$ cat config.mk
export PLATFORM = sky130hd
export DESIGN_NAME = soda_vend_ctrl
export DESIGN_NICKNAME = d
export VERILOG_FILES = /design/src/rtl/soda_vend_pkg.sv /design/src/rtl/vend_event_decode.sv /design/src/rtl/vend_credit.sv /design/src/rtl/vend_payout.sv /design/src/rtl/soda_vend_ctrl.sv
export SDC_FILE = /design/constraint.sdc
export NUM_CORES = 1
export LEC_CHECK = 0
export ABC_AREA = 1
export ABC_CLOCK_PERIOD_IN_PS = 1900
export BUFFER_PORTS_ARGS = -buffer_cell sky130_fd_sc_hd__buf_2
export CAP_MARGIN = 0
export CORE_MARGIN = 2
export CORE_UTILIZATION = 45
export CTS_BUF_LIST = sky130_fd_sc_hd__clkbuf_4 sky130_fd_sc_hd__clkbuf_8
export CTS_CLUSTER_DIAMETER = 30
export DETAILED_ROUTE_END_ITERATION = 10
export PLACE_DENSITY_LB_ADDON = 0.15
export SLEW_MARGIN = 30
export SYNTH_ARGS = -nofsm -noshare
export SYNTH_HDL_FRONTEND = slang
export SYNTH_SLANG_ARGS = --single-unit
export TNS_END_PERCENT = 5
$ cat constraint.sdc
create_clock -name clk -period 1.9 [get_ports clk]
set_input_delay 0.38 -clock clk [delete_from_list [all_inputs] [get_ports clk]]
set_output_delay 0.38 -clock clk [all_outputs]
set_load 0.05 [all_outputs]
$ cat src/rtl/soda_vend_pkg.sv
package soda_vend_pkg;

  // Decoded input event for one cycle; EV_NONE also covers illegal combinations.
  typedef enum logic [2:0] {
    EV_NONE    = 3'd0,
    EV_NICKEL  = 3'd1,
    EV_DIME    = 3'd2,
    EV_QUARTER = 3'd3,
    EV_REQUEST = 3'd4
  } vend_event_e;

  // Controller phase: taking money, or paying change back.
  typedef enum logic {
    ST_COLLECT = 1'b0,
    ST_PAY     = 1'b1
  } vend_state_e;

  // Width needed to hold a count up to and including max_val.
  function automatic int units_width(input int max_val);
    int w;
    w = 1;
    while ((1 << w) <= max_val) w++;
    return w;
  endfunction

endpackage

$ cat src/rtl/vend_event_decode.sv
module vend_event_decode
  import soda_vend_pkg::*;
#(
  parameter int CW            = 4,
  parameter int QUARTER_UNITS = 5,
  parameter int DIME_UNITS    = 2
) (
  input  logic          quarter_i,
  input  logic          dime_i,
  input  logic          nickel_i,
  input  logic          request_i,
  output vend_event_e   event_o,
  output logic [CW-1:0] coin_units_o
);

  localparam logic [CW-1:0] QUARTER_W = CW'(QUARTER_UNITS);
  localparam logic [CW-1:0] DIME_W    = CW'(DIME_UNITS);
  localparam logic [CW-1:0] NICKEL_W  = CW'(1);

  logic [3:0] pins;
  assign pins = {quarter_i, dime_i, nickel_i, request_i};

  // Exactly one pin high gives an event; zero or several give nothing.
  always_comb begin
    event_o = EV_NONE;
    unique case (pins)
      4'b1000: event_o = EV_QUARTER;
      4'b0100: event_o = EV_DIME;
      4'b0010: event_o = EV_NICKEL;
      4'b0001: event_o = EV_REQUEST;
      default: event_o = EV_NONE;
    endcase
  end

  always_comb begin
    case (event_o)
      EV_QUARTER: coin_units_o = QUARTER_W;
      EV_DIME:    coin_units_o = DIME_W;
      EV_NICKEL:  coin_units_o = NICKEL_W;
      default:    coin_units_o = '0;
    endcase
  end

  // Illegal pin mixes never leak through as an event.
  always_comb begin
    AST_MULTI_PIN_DROPPED: assert (($countones(pins) > 1) -> (event_o == EV_NONE));
  end

endmodule

$ cat src/rtl/vend_credit.sv
module vend_credit #(
  parameter int CW          = 4,
  parameter int PRICE_UNITS = 10,
  parameter int CAP_UNITS   = 14,
  parameter bit TIP_MODE    = 1'b0
) (
  input  logic          clk,
  input  logic          rst_n,
  input  logic          collecting_i,
  input  logic          coin_valid_i,
  input  logic [CW-1:0] coin_units_i,
  input  logic          clear_i,
  output logic [CW-1:0] credit_o,
  output logic          at_price_o
);

  localparam int              CW1     = CW + 1;
  localparam logic [CW-1:0]   PRICE_W = CW'(PRICE_UNITS);
  localparam logic [CW1-1:0]  CAP_W   = CW1'(CAP_UNITS);

  logic [CW-1:0]  credit_q;
  logic [CW1-1:0] sum;
  logic           room;
  logic           take;

  assign sum        = {1'b0, credit_q} + {1'b0, coin_units_i};
  assign at_price_o = (credit_q >= PRICE_W);

  // The mode picks the rule that decides whether a coin still counts.
  generate
    if (TIP_MODE) begin : g_tip
      // The amount owed is frozen once the price is met; extra money is kept.
      assign room = !at_price_o;
    end else begin : g_refund
      // Extra money stays in the credit and is refunded, up to the ceiling.
      assign room = (sum <= CAP_W);
    end
  endgenerate

  assign take = collecting_i && coin_valid_i && room;

  always_ff @(posedge clk or negedge rst_n) begin
    if (!rst_n) begin
      credit_q <= '0;
    end else if (clear_i) begin
      credit_q <= '0;
    end else if (take) begin
      credit_q <= sum[CW-1:0];
    end
  end

  assign credit_o = credit_q;

  AST_CREDIT_CEILING: assert property (@(posedge clk) disable iff (!rst_n)
    ({1'b0, credit_q} <= CAP_W));

  AST_HOLD_WHILE_PAYING: assert property (@(posedge clk) disable iff (!rst_n)
    (!collecting_i) |=> (credit_q == $past(credit_q)));

  generate
    if (TIP_MODE) begin : g_tip_check
      AST_TIP_FREEZE: assert property (@(posedge clk) disable iff (!rst_n)
        (at_price_o && !clear_i) |=> (credit_q == $past(credit_q)));
    end
  endgenerate

endmodule

$ cat src/rtl/vend_payout.sv
module vend_payout #(
  parameter int CW         = 4,
  parameter int DIME_UNITS = 2
) (
  input  logic          clk,
  input  logic          rst_n,
  input  logic          load_i,
  input  logic [CW-1:0] load_amt_i,
  output logic          busy_o,
  output logic          dime_o,
  output logic          nickel_o
);

  localparam logic [CW-1:0] DIME_W   = CW'(DIME_UNITS);
  localparam logic [CW-1:0] NICKEL_W = CW'(1);

  logic [CW-1:0] owed_q;
  logic          busy_q;
  logic          dime_q;
  logic          nickel_q;
  logic          pick_dime;
  logic [CW-1:0] owed_after;

  // Largest coin first: a dime whenever one still fits, else a nickel.
  assign pick_dime  = (owed_q >= DIME_W);
  assign owed_after = pick_dime ? (owed_q - DIME_W) : (owed_q - NICKEL_W);

  always_ff @(posedge clk or negedge rst_n) begin
    if (!rst_n) begin
      owed_q   <= '0;
      busy_q   <= 1'b0;
      dime_q   <= 1'b0;
      nickel_q <= 1'b0;
    end else begin
      dime_q   <= 1'b0;
      nickel_q <= 1'b0;
      if (load_i) begin
        owed_q <= load_amt_i;
        busy_q <= (load_amt_i != '0);
      end else if (busy_q) begin
        dime_q   <= pick_dime;
        nickel_q <= !pick_dime;
        owed_q   <= owed_after;
        busy_q   <= (owed_after != '0);
      end
    end
  end

  assign busy_o   = busy_q;
  assign dime_o   = dime_q;
  assign nickel_o = nickel_q;

  AST_OWED_SHRINKS: assert property (@(posedge clk) disable iff (!rst_n)
    (busy_q && !load_i) |=> (owed_q < $past(owed_q)));

  AST_NICKEL_IS_LAST: assert property (@(posedge clk) disable iff (!rst_n)
    nickel_q |-> !busy_q);

  AST_NO_RELOAD_WHILE_BUSY: assert property (@(posedge clk) disable iff (!rst_n)
    load_i |-> !busy_q);

endmodule

$ cat src/rtl/soda_vend_ctrl.sv
module soda_vend_ctrl
  import soda_vend_pkg::*;
#(
  parameter int PRICE_UNITS   = 10,
  parameter int QUARTER_UNITS = 5,
  parameter int DIME_UNITS    = 2,
  parameter bit TIP_MODE      = 1'b0
) (
  input  logic clk,
  input  logic rst_n,
  input  logic coin_quarter_i,
  input  logic coin_dime_i,
  input  logic coin_nickel_i,
  input  logic soda_req_i,
  output logic soda_o,
  output logic ret_dime_o,
  output logic ret_nickel_o
);

  // Highest credit: one unit short of the price, plus the largest coin.
  localparam int            CAP_UNITS = PRICE_UNITS - 1 + QUARTER_UNITS;
  localparam int            CW        = units_width(CAP_UNITS);
  localparam logic [CW-1:0] PRICE_W   = CW'(PRICE_UNITS);

  vend_event_e   ev;
  vend_state_e   state;
  logic [CW-1:0] coin_units;
  logic [CW-1:0] credit;
  logic          at_price;
  logic          coin_valid;
  logic          collecting;
  logic          accept;
  logic          pay_busy;
  logic          soda_q;
  logic [CW-1:0] change_amt;

  vend_event_decode #(
    .CW            (CW),
    .QUARTER_UNITS (QUARTER_UNITS),
    .DIME_UNITS    (DIME_UNITS)
  ) u_decode (
    .quarter_i    (coin_quarter_i),
    .dime_i       (coin_dime_i),
    .nickel_i     (coin_nickel_i),
    .request_i    (soda_req_i),
    .event_o      (ev),
    .coin_units_o (coin_units)
  );

  assign state      = pay_busy ? ST_PAY : ST_COLLECT;
  assign collecting = (state == ST_COLLECT);
  assign coin_valid = (ev == EV_QUARTER) || (ev == EV_DIME) || (ev == EV_NICKEL);
  assign accept     = collecting && (ev == EV_REQUEST) && at_price;
  assign change_amt = credit - PRICE_W;

  vend_credit #(
    .CW          (CW),
    .PRICE_UNITS (PRICE_UNITS),
    .CAP_UNITS   (CAP_UNITS),
    .TIP_MODE    (TIP_MODE)
  ) u_credit (
    .clk          (clk),
    .rst_n        (rst_n),
    .collecting_i (collecting),
    .coin_valid_i (coin_valid),
    .coin_units_i (coin_units),
    .clear_i      (accept),
    .credit_o     (credit),
    .at_price_o   (at_price)
  );

  vend_payout #(
    .CW         (CW),
    .DIME_UNITS (DIME_UNITS)
  ) u_payout (
    .clk        (clk),
    .rst_n      (rst_n),
    .load_i     (accept),
    .load_amt_i (change_amt),
    .busy_o     (pay_busy),
    .dime_o     (ret_dime_o),
    .nickel_o   (ret_nickel_o)
  );

  always_ff @(posedge clk or negedge rst_n) begin
    if (!rst_n) soda_q <= 1'b0;
    else        soda_q <= accept;
  end

  assign soda_o = soda_q;

  AST_SODA_IS_PAID: assert property (@(posedge clk) disable iff (!rst_n)
    soda_q |-> ($past(credit) >= PRICE_W));

  AST_SODA_NOT_DURING_PAY: assert property (@(posedge clk) disable iff (!rst_n)
    soda_q |-> !$past(pay_busy));

  AST_ONE_PULSE: assert property (@(posedge clk) disable iff (!rst_n)
    $onehot0({soda_q, ret_dime_o, ret_nickel_o}));

  AST_CREDIT_CLEARED: assert property (@(posedge clk) disable iff (!rst_n)
    soda_q |-> (credit == '0));

endmodule

# Word level (Yosys, flattened, before mapping)
# Cells that the tools add are included.
[classes] n_eq_ne=8 order_cmp=3 add_sub_neg=4 n_mux=14 reduce_logical=11 n_bitwise=1
[op_table] operator="two-way mux 4 bit" count=5
[op_table] operator="case mux 3 bit (4 select lines)" count=1
[op_table] operator="case mux 3 bit (3 select lines)" count=1
[op_table] operator="nonzero test 4 bit" count=2
[op_table] operator="two-way mux 1 bit" count=7
[op_table] operator="== test 3 x 2 -> 1 bit (second input constant)" count=2
[op_table] operator="adder 4 x 3 -> 5 bit" count=1
[op_table] operator="<= comparator 5 x 4 -> 1 bit (second input constant)" count=1
[op_table] operator="== test 4 x 1 -> 1 bit (second input constant)" count=1
[op_table] operator="== test 4 x 2 -> 1 bit (second input constant)" count=1
[op_table] operator="== test 4 x 3 -> 1 bit (second input constant)" count=1
[op_table] operator="== test 4 bit (second input constant)" count=1
[op_table] operator=">= comparator 4 x 2 -> 1 bit (second input constant)" count=1
[op_table] operator=">= comparator 4 bit (second input constant)" count=1
[op_table] operator="logical AND 1 bit" count=4
[op_table] operator="nonzero test 2 bit" count=2
[op_table] operator="subtractor 4 x 1 -> 4 bit (second input constant)" count=1
[op_table] operator="subtractor 4 x 2 -> 4 bit (second input constant)" count=1
[op_table] operator="subtractor 4 bit (second input constant)" count=1
[op_table] operator="== test 3 x 1 -> 1 bit (second input constant)" count=1
[op_table] operator="== test 3 bit (second input constant)" count=1
[op_table] operator="logical OR 1 bit" count=2
[op_table] operator="logical NOT 1 bit" count=1
[op_table] operator="NOT 1 bit" count=1
[word_totals] ff_bits=12 out_inout_bits=3 wordCells=47 input_bits=6

# Longest topological paths before layout
# Gate-level depths: netlist (run 1).
[depth] ltp_word=9 ltp_mapped=16 ltp_nobuf=16

# By module
# From an unflattened synthesis (run 1), not the netlist that was laid out.
[unflattened] hier_cells=151 area_unflattened_um2=1059.8
[modules_own_cells] mod="vend_payout" cells_each=62 area_each_um2=474.2 seq_area_each_um2=175.2 instances=1
[modules_own_cells] mod="vend_credit" cells_each=56 area_each_um2=405.4 seq_area_each_um2=100.1 instances=1
[modules_own_cells] mod="soda_vend_ctrl" cells_each=13 area_each_um2=93.8 seq_area_each_um2=25.0 instances=1
[modules_own_cells] mod="vend_event_decode" cells_each=20 area_each_um2=86.3 seq_area_each_um2=0.0 instances=1

# Worst setup path after synthesis (run 1)
# No wires, ideal clock.
[synth_path] kind="input -> register" start="in coin_nickel_i" end="reg u_credit.credit_q[3] (netlist: u_credit.credit_o[3])" arrival_ns=1.870 required_time_ns=1.835 slack_ns=-0.035 path_buffers=0 stages=13 setup_time_ns=0.065 cell_sequence="nor2_1 > nand3_1 > nand2_1 > ha_1 > inv_1 > fa_1 > inv_1 > nand2_1 > nor2_2 > nand4_4 > nand2_2 > nand2_1 > nand2_1"
[synth_between] elab_chain_len=8 word_cells_on_any_way=21 cone_classes="add/sub: 1; order compare: 1; eq/ne: 8; mux: 4; reduce/logical: 7"
[synth_rtl] element="start: declaration" line="soda_vend_ctrl.sv:13" rtl="input logic coin_nickel_i,"
[synth_rtl] element="== test 4 x 1 -> 1 bit, or another cell as far along" line="vend_event_decode.sv:26" rtl="unique case (pins)"
[synth_rtl] element="case mux 3 bit (4 select lines) *" line="vend_event_decode.sv:26"
[synth_rtl] element="== test 3 x 1 -> 1 bit / == test 3 x 2 -> 1 bit (equally long branches)" line="vend_event_decode.sv:36, soda_vend_ctrl.sv:52"
[synth_rtl] element="case mux 3 bit (3 select lines) / logical OR 1 bit (equally long branches)" line="vend_event_decode.sv:36, soda_vend_ctrl.sv:52"
[synth_rtl] element="adder 4 x 3 -> 5 bit / logical OR 1 bit (equally long branches)" line="vend_credit.sv:26, soda_vend_ctrl.sv:52"
[synth_rtl] element="<= comparator 5 x 4 -> 1 bit / logical AND 1 bit (equally long branches)" line="vend_credit.sv:36, vend_credit.sv:40"
[synth_rtl] element="logical AND 1 bit" line="vend_credit.sv:40" rtl="assign take = collecting_i && coin_valid_i && room;"
[synth_rtl] element="nonzero test 2 bit (no line)"
[synth_rtl] element="end signal: assignment" line="vend_credit.sv:48" rtl="credit_q <= sum[CW-1:0];"
[synth_rtl] element="end: declaration" line="vend_credit.sv:21" rtl="logic [CW-1:0] credit_q;"
# Mark *: on every way between the ends. The rest lies on a longest branch, timed or not. The select of a mux whose other input is x is not followed.
# A chain may end at the register's enable or synchronous reset.

# Worst setup path after layout (run 1)
[layout_path] start="in soda_req_i" end="reg u_credit.credit_q[3] (netlist: u_credit.credit_o[3])"
[layout_between] elab_chain_len=8 word_cells_on_any_way=21 cone_classes="add/sub: 1; order compare: 1; eq/ne: 8; mux: 4; reduce/logical: 7"
[layout_rtl] element="start: declaration" line="soda_vend_ctrl.sv:14" rtl="input logic soda_req_i,"
[layout_rtl] element="== test 4 x 1 -> 1 bit, or another cell as far along" line="vend_event_decode.sv:26"
[layout_rtl] element="case mux 3 bit (4 select lines) *" line="vend_event_decode.sv:26"
[layout_rtl] element="== test 3 x 1 -> 1 bit / == test 3 x 2 -> 1 bit (equally long branches)" line="vend_event_decode.sv:36, soda_vend_ctrl.sv:52"
[layout_rtl] element="case mux 3 bit (3 select lines) / logical OR 1 bit (equally long branches)" line="vend_event_decode.sv:36, soda_vend_ctrl.sv:52"
[layout_rtl] element="adder 4 x 3 -> 5 bit / logical OR 1 bit (equally long branches)" line="vend_credit.sv:26, soda_vend_ctrl.sv:52"
[layout_rtl] element="<= comparator 5 x 4 -> 1 bit / logical AND 1 bit (equally long branches)" line="vend_credit.sv:36, vend_credit.sv:40"
[layout_rtl] element="logical AND 1 bit" line="vend_credit.sv:40"
[layout_rtl] element="nonzero test 2 bit (no line)"
# Marks and branches as above.

==> results.sh, run 1 <==
export IMPL_die_y_um=49.9
export IMPL_layout_commonest_cell="nand2_1"
export IMPL_rsz0062_at_grt="true"
export IMPL_via_per_inst=4.88
export IMPL_portBuffers=8
export IMPL_layout_nets=170
export IMPL_grt_pass1_vias=889
export IMPL_avgRoutedWirePerCell_um=11.1
export IMPL_fmax_mhz=547
export IMPL_path_max_fanout=5
export IMPL_io_pins=9
export IMPL_clock_sinks=12
export IMPL_rows=16
export IMPL_max_vdd_ir_drop_mv=0.718
export IMPL_totalWireLength_um=2010
export IMPL_clkTransAtPathRegs_ns=0.07
export IMPL_grt_max_degree=13
export IMPL_p_int_uw=807
export IMPL_ant_nets=0
export IMPL_dieArea_sq_um=2490
export IMPL_final_min_clock_period_ns=1.83
export IMPL_die_x_um=49.9
export IMPL_cp_end_kind="flop"
export IMPL_cpMostUsedCell="nand2_1"
export IMPL_grt_overflow=0
export IMPL_cp_start_kind="input pin"
export IMPL_slew_headroom_pct=81.6
export IMPL_finalCritPeriodShare_pct=96.2
export IMPL_setup_viol=0
export IMPL_final_layout_size_suffix_gt1_share_pct=29.9
export IMPL_switching_share_pct=47.2
export IMPL_p_leak_uw=0.000654
export IMPL_route_vias_total=883
export IMPL_syn_inst=133
export IMPL_p_comb_share_pct=56.6
export IMPL_grt_util_all_layers_pct=18.8
export IMPL_antennaDiodeCount=0
export IMPL_slowest_stage="fa_2"
export IMPL_cp_data_required_time_ns=2.11
export IMPL_ys_seq_elements=12
export IMPL_synthToLayoutAreaGrowth_pct=26.4
export IMPL_final_cells=181
export IMPL_cts_root_buf="clkbuf_4"
export IMPL_numCtsBuffers=3
export IMPL_synth_avg_cell_area_sq_um=7.12
export IMPL_p_switching_uw=721
export IMPL_syn_num_nets=148
export IMPL_grt_pass1_wl_um=3650
export IMPL_htree_levels=1
export IMPL_dp_hpwl_um=1560
export IMPL_ys_types=20
export IMPL_clk_latency_ns=0.27
export IMPL_yosysWarnings=0
export IMPL_tightest_slew_ns=0.276
export IMPL_pwr_share_clk_pct=13.1
export IMPL_antenna_found_initial=0
export IMPL_first_pass_iters=4
export IMPL_powerDensity_nw_per_um2=1280
export IMPL_post_route_drc_count=0
export IMPL_status="completed"
export IMPL_max_stage_delay_ns=0.46
export IMPL_crit_type="in2reg"
export IMPL_layout_cells_most_common_list="nand2_1, inv_1, nor2_1, dfrtp_1, nand3_1"
export IMPL_drt_iter0_drc=16
export IMPL_place_congestion=0.778
export IMPL_worstPathArrival_ns=2.04
export IMPL_cts_tree="yes"
export IMPL_dp_cells=173
export IMPL_core_sq_um=1980
export IMPL_finalPower_uw=1530
export IMPL_syn_area_sq_um=947
export IMPL_hp_class="in2async"
export IMPL_cap_violations=0
export IMPL_final_hold_violation_count=0
export IMPL_path_cells="buf_8 -> nor2_4 -> nand3_2 -> nand2_2 -> ha_4 -> inv_2 -> fa_2 -> inv_1 -> nand2_1 -> nor2_2 -> nand4_4 -> nand2_2 -> nand2_1 -> nand2_1"
export IMPL_clk_path_buf_depth=2
export IMPL_seqPwrFrac_pct=30.3
export IMPL_yosysSeqAreaShare_pct=31.7
export IMPL_fin_worst_skew_ns=0.00174
export IMPL_start_util_pct=47.8
export IMPL_slew_viol_final=0
state kept, by name (all words and copies together) (netlist names):
register	flops
u_payout.dime_o	1
u_payout.owed_q	4
u_payout.nickel_o	1
soda_o	1
u_credit.credit_o	4
u_payout.busy_o	1
path summary, 6_finish.rpt:
| path | from | to | slack (ns) | depth (start not counted) |
|---|---|---|---|---|
| min reg2reg | u_credit.credit_o[1]$_DFFE_PN0P_ | u_credit.credit_o[1]$_DFFE_PN0P_ | 0.55 | 2 |
| max reg2reg | u_credit.credit_o[0]$_DFFE_PN0P_ | u_credit.credit_o[3]$_DFFE_PN0P_ | 0.12 | 10 |
| min in group clk | u_credit.credit_o[1]$_DFFE_PN0P_ | u_credit.credit_o[1]$_DFFE_PN0P_ | 0.55 | 2 |
| max | soda_req_i | u_credit.credit_o[3]$_DFFE_PN0P_ | 0.07 | 14 |
| min | rst_n | u_payout.owed_q[1]$_DFFE_PN0P_ | 0.51 | 2 |
| max in group asynchronous | rst_n | u_credit.credit_o[0]$_DFFE_PN0P_ | 1.15 | 2 |
power by group through the flow:
| stage | Combinational (uW) | Sequential, uW | Clock [uW] |
|---|---|---|---|
| after CTS | 827 | 457 | 207 |
| final | 865 | 463 | 200 |
| after floorplan | 613 | 466 | 0 |
| after global routing | 1020 | 481 | 228 |
| after global placement | 791 | 466 | 0 |
| after detailed placement | 821 | 463 | 0 |
stage by stage:
stage | hold slack, ns | setup slack, ns | util (%) | cell area (sq um) | setup TNS [ns]
global placement | 0.270 | -0.168 | 53.5 | 1060 | -0.645
finish | 0.514 | 0.0728 | 60.4 | 1200 | 0
floorplan | 0.0844 | 0.0204 | - | 950 | 0
global route | 0.522 | -0.0340 | 60.4 | 1200 | -0.0401
detailed placement | 0.270 | -0.247 | 53.5 | 1060 | -0.956
CTS | 0.520 | 0.0275 | 55.9 | 1110 | 0
cell type report:
class	instances	area [sq um]
well taps	27	33.8
clock buffers	4	36.3
multi-input cells	97	599
repair buffers	17	129
inverters	24	97.6
fillers	181	785
flip-flops and latches	12	302
worst max-delay path, delay by kind of cell:
kind | cells | cell delay [ns]
adders and majority gates | 2 | 0.60
and+or+nand+nor | 9 | 0.86
buffers and inverters | 3 | 0.21
repair_timing:
action,in CTS,in global routing
setup buffers,0,3
endpoints found under the hold margin,12,0
resized for setup,0,22
endpoints found under the setup margin,0,4
hold buffers,1,0
cell usage after synthesis (all sizes together):
master	instances	share of area (%)
nand3	11	5.8
a21oi	4	2.1
ha	8	11
nor2	21	10
o21ai	2	1.1
clkinv	2	1.3
dfrtp	12	32
nand4	2	2.9
nand2	44	20
inv	22	8.7
fa	1	2.1
xnor2	1	0.92
o221ai	3	2.8
logic make-up after synthesis:
group,count (synthesis),share of synthesized area (%)
buf+inv,24,10.0
xor+xnor,1,0.925
fa+ha+maj,9,12.7
flops,12,31.7
compound gates,9,5.95
simple gates,78,38.7
per-layer routing:
metal  GRT usage [%]  share of wire [%]  up-vias
met2            33.3                 52       10
met3            2.73                1.8        4
met5               0                  0        -
met1            23.5                 45      406
met4            5.56               0.90        0
li1                -                  -      463
Power figures use the tool's default switching activity.
==> inputs of run 2 (changes only) <==
Settings changed: MAX_ROUTING_LAYER set to met4.
==> run 2 against run 1 <==
Routed wire length up 0.45%; register-to-register slack about the same; worst setup slack better by 0.0037 ns; utilization is the same; via count unchanged; critical path type unchanged; highest routed layer unchanged; worst hold slack gained 0.00057 ns; critical path depth did not move; non-clock buffer count unchanged.
==> results.sh, run 2 (same netlist as run 1, synthesis figures left out) <==
export IMPL_cp_end_kind="flop"
export IMPL_grt_pass1_wl_um=3650
export IMPL_setup_ws_ns=0.0765
export IMPL_p_leak_uw=0.000654
export IMPL_critPathBufInv=3
export IMPL_htree_levels=1
export IMPL_cp_start_kind="input pin"
export IMPL_grt_overflow=0
export IMPL_cp_data_required_time_ns=2.11
export IMPL_final_layout_size_suffix_gt1_share_pct=29.9
export IMPL_dp_hpwl_um=1560
export IMPL_layout_commonest_cell="nand2_1"
export IMPL_portBuffers=8
export IMPL_crit_family="simple AND/OR/NAND/NOR gates"
export IMPL_switching_share_pct=47.3
export IMPL_post_route_drc_count=0
export IMPL_crit_type="in2reg"
export IMPL_final_min_clock_period_ns=1.82
export IMPL_layout_nets=170
export IMPL_core_sq_um=1980
export IMPL_place_congestion=0.788
export IMPL_synthToLayoutAreaGrowth_pct=26.4
export IMPL_fin_worst_skew_ns=0.00131
export IMPL_avgRoutedWirePerCell_um=11.1
export IMPL_clock_sinks=12
export IMPL_clk_latency_ns=0.27
export IMPL_hp_class="in2async"
export IMPL_grt_max_degree=13
export IMPL_antenna_found_initial=0
export IMPL_place_area_sq_um=1060
export IMPL_powerDensity_nw_per_um2=1280
export IMPL_ant_nets=0
export IMPL_finalCritPeriodShare_pct=96.0
export IMPL_seqPwrFrac_pct=30.3
export IMPL_slew_viol_final=0
export IMPL_die_x_um=49.9
export IMPL_p_comb_share_pct=56.6
export IMPL_grt_util_all_layers_pct=19.3
export IMPL_layout_cells_most_common_list="nand2_1, inv_1, nor2_1, dfrtp_1, nand3_1"
export IMPL_cts_tree="yes"
export IMPL_cap_violations=0
export IMPL_grt_pass1_vias=889
export IMPL_cts_root_buf="clkbuf_4"
export IMPL_via_per_inst=4.88
export IMPL_finalInstanceArea_sq_um=1200
export IMPL_fillCellCount=181
export IMPL_max_vdd_ir_drop_mv=0.723
export IMPL_io_pins=9
export IMPL_p_int_uw=808
export IMPL_max_stage_delay_ns=0.46
export IMPL_rows=16
export IMPL_pre_cts_ws_ns=-0.247
export IMPL_clk_path_buf_depth=2
export IMPL_fmax_mhz=548
export IMPL_p_switching_uw=724
export IMPL_start_util_pct=47.8
export IMPL_numCtsBuffers=3
export IMPL_pwr_share_clk_pct=13.1
export IMPL_cpMostUsedCell="nand2_1"
export IMPL_fin_tns_setup_ns=0
export IMPL_setup_viol=0
export IMPL_rsz0062_at_grt="true"
export IMPL_route_vias_total=883
export IMPL_final_hold_violation_count=0
export IMPL_drt_iter0_drc=10
export IMPL_die_y_um=49.9
export IMPL_status="completed"
export IMPL_first_pass_iters=3
export IMPL_slowest_stage="fa_2"
export IMPL_antennaDiodeCount=0
export IMPL_totalWireLength_um=2020
export IMPL_worstPathArrival_ns=2.04
export IMPL_dieArea_sq_um=2490
export IMPL_slew_headroom_pct=81.4
export IMPL_clkTransAtPathRegs_ns=0.07
export IMPL_tightest_slew_ns=0.280
export IMPL_path_max_fanout=5
export IMPL_path_cells="buf_8 -> nor2_4 -> nand3_2 -> nand2_2 -> ha_4 -> inv_2 -> fa_2 -> inv_1 -> nand2_1 -> nor2_2 -> nand4_4 -> nand2_2 -> nand2_1 -> nand2_1"
run 2: cell counts in the layout (fill, tap and decap cells not counted):
No cell type changed its count.
run 2: worst reg2reg max path: stages (launching register included):
cell and delay (ns):
dfrtp_2 0.45, ha_4 0.18, inv_2 0.05, fa_2 0.42, inv_1 0.06, nand2_1 0.06, nor2_2 0.15, nand4_4 0.12
nand2_2 0.11, nand2_1 0.05, nand2_1 0.07
run 2: layout make-up:
type / count / area, sq um / area share, %
Multi-Input combinational cell: 97 / 599 / 50.1
Sequential cell: 12 / 302 / 25.2
Tap cell: 27 / 33.8 / 2.82
Timing Repair Buffer: 17 / 129 / 10.8
Inverter: 24 / 97.6 / 8.15
Clock buffer: 4 / 36.3 / 3.03
run 2: worst paths after layout:
kind / cells after the start / endpoint / start / slack [ns]
worst min-delay path: 2 / soda_o$_DFF_PN0_ / rst_n / 0.51
max in group asynchronous: 2 / u_credit.credit_o[0]$_DFFE_PN0P_ / rst_n / 1.15
worst max register to register: 10 / u_credit.credit_o[3]$_DFFE_PN0P_ / u_credit.credit_o[0]$_DFFE_PN0P_ / 0.13
min in group clk: 2 / u_credit.credit_o[1]$_DFFE_PN0P_ / u_credit.credit_o[1]$_DFFE_PN0P_ / 0.55
worst max-delay path: 14 / u_credit.credit_o[3]$_DFFE_PN0P_ / soda_req_i / 0.08
worst min register to register: 2 / u_credit.credit_o[1]$_DFFE_PN0P_ / u_credit.credit_o[1]$_DFFE_PN0P_ / 0.55
run 2: power groups by stage:
stage / Combinational [uW] / Sequential [uW] / Clock, uW
finish: 868 / 464 / 200
global route: 1020 / 481 / 228
CTS: 827 / 457 / 207
detailed placement: 821 / 463 / 0
global placement: 791 / 466 / 0
floorplan: 613 / 466 / 0
run 2: metal layers:
| layer | vias to the layer above | GRT usage (%) | part of all wire [%] |
|---|---|---|---|
| li1 | 460 | - | - |
| met1 | 410 | 23.5 | 45 |
| met2 | 8 | 33.3 | 52 |
| met3 | 5 | 2.73 | 1.8 |
| met4 | 0 | 5.56 | 1.2 |
| met5 | - | - | 0 |
run 2: per-stage QoR:
step	utilization (%)	hold slack, ns	std cells	total power, uW
finish	60.4	0.514	181	1530
global route	60.4	0.522	181	1730
CTS	55.9	0.520	178	1490
detailed placement	53.5	0.270	173	1280
global placement	53.5	0.270	173	1260
floorplan	-	0.0844	133	1080
run 2: timing repair:
item | CTS | global route
endpoints found under the setup margin | 0 | 4
endpoints found under the hold margin | 12 | 0
buffers inserted | 0 | 3
hold buffers | 1 | 0
resized for setup | 0 | 22
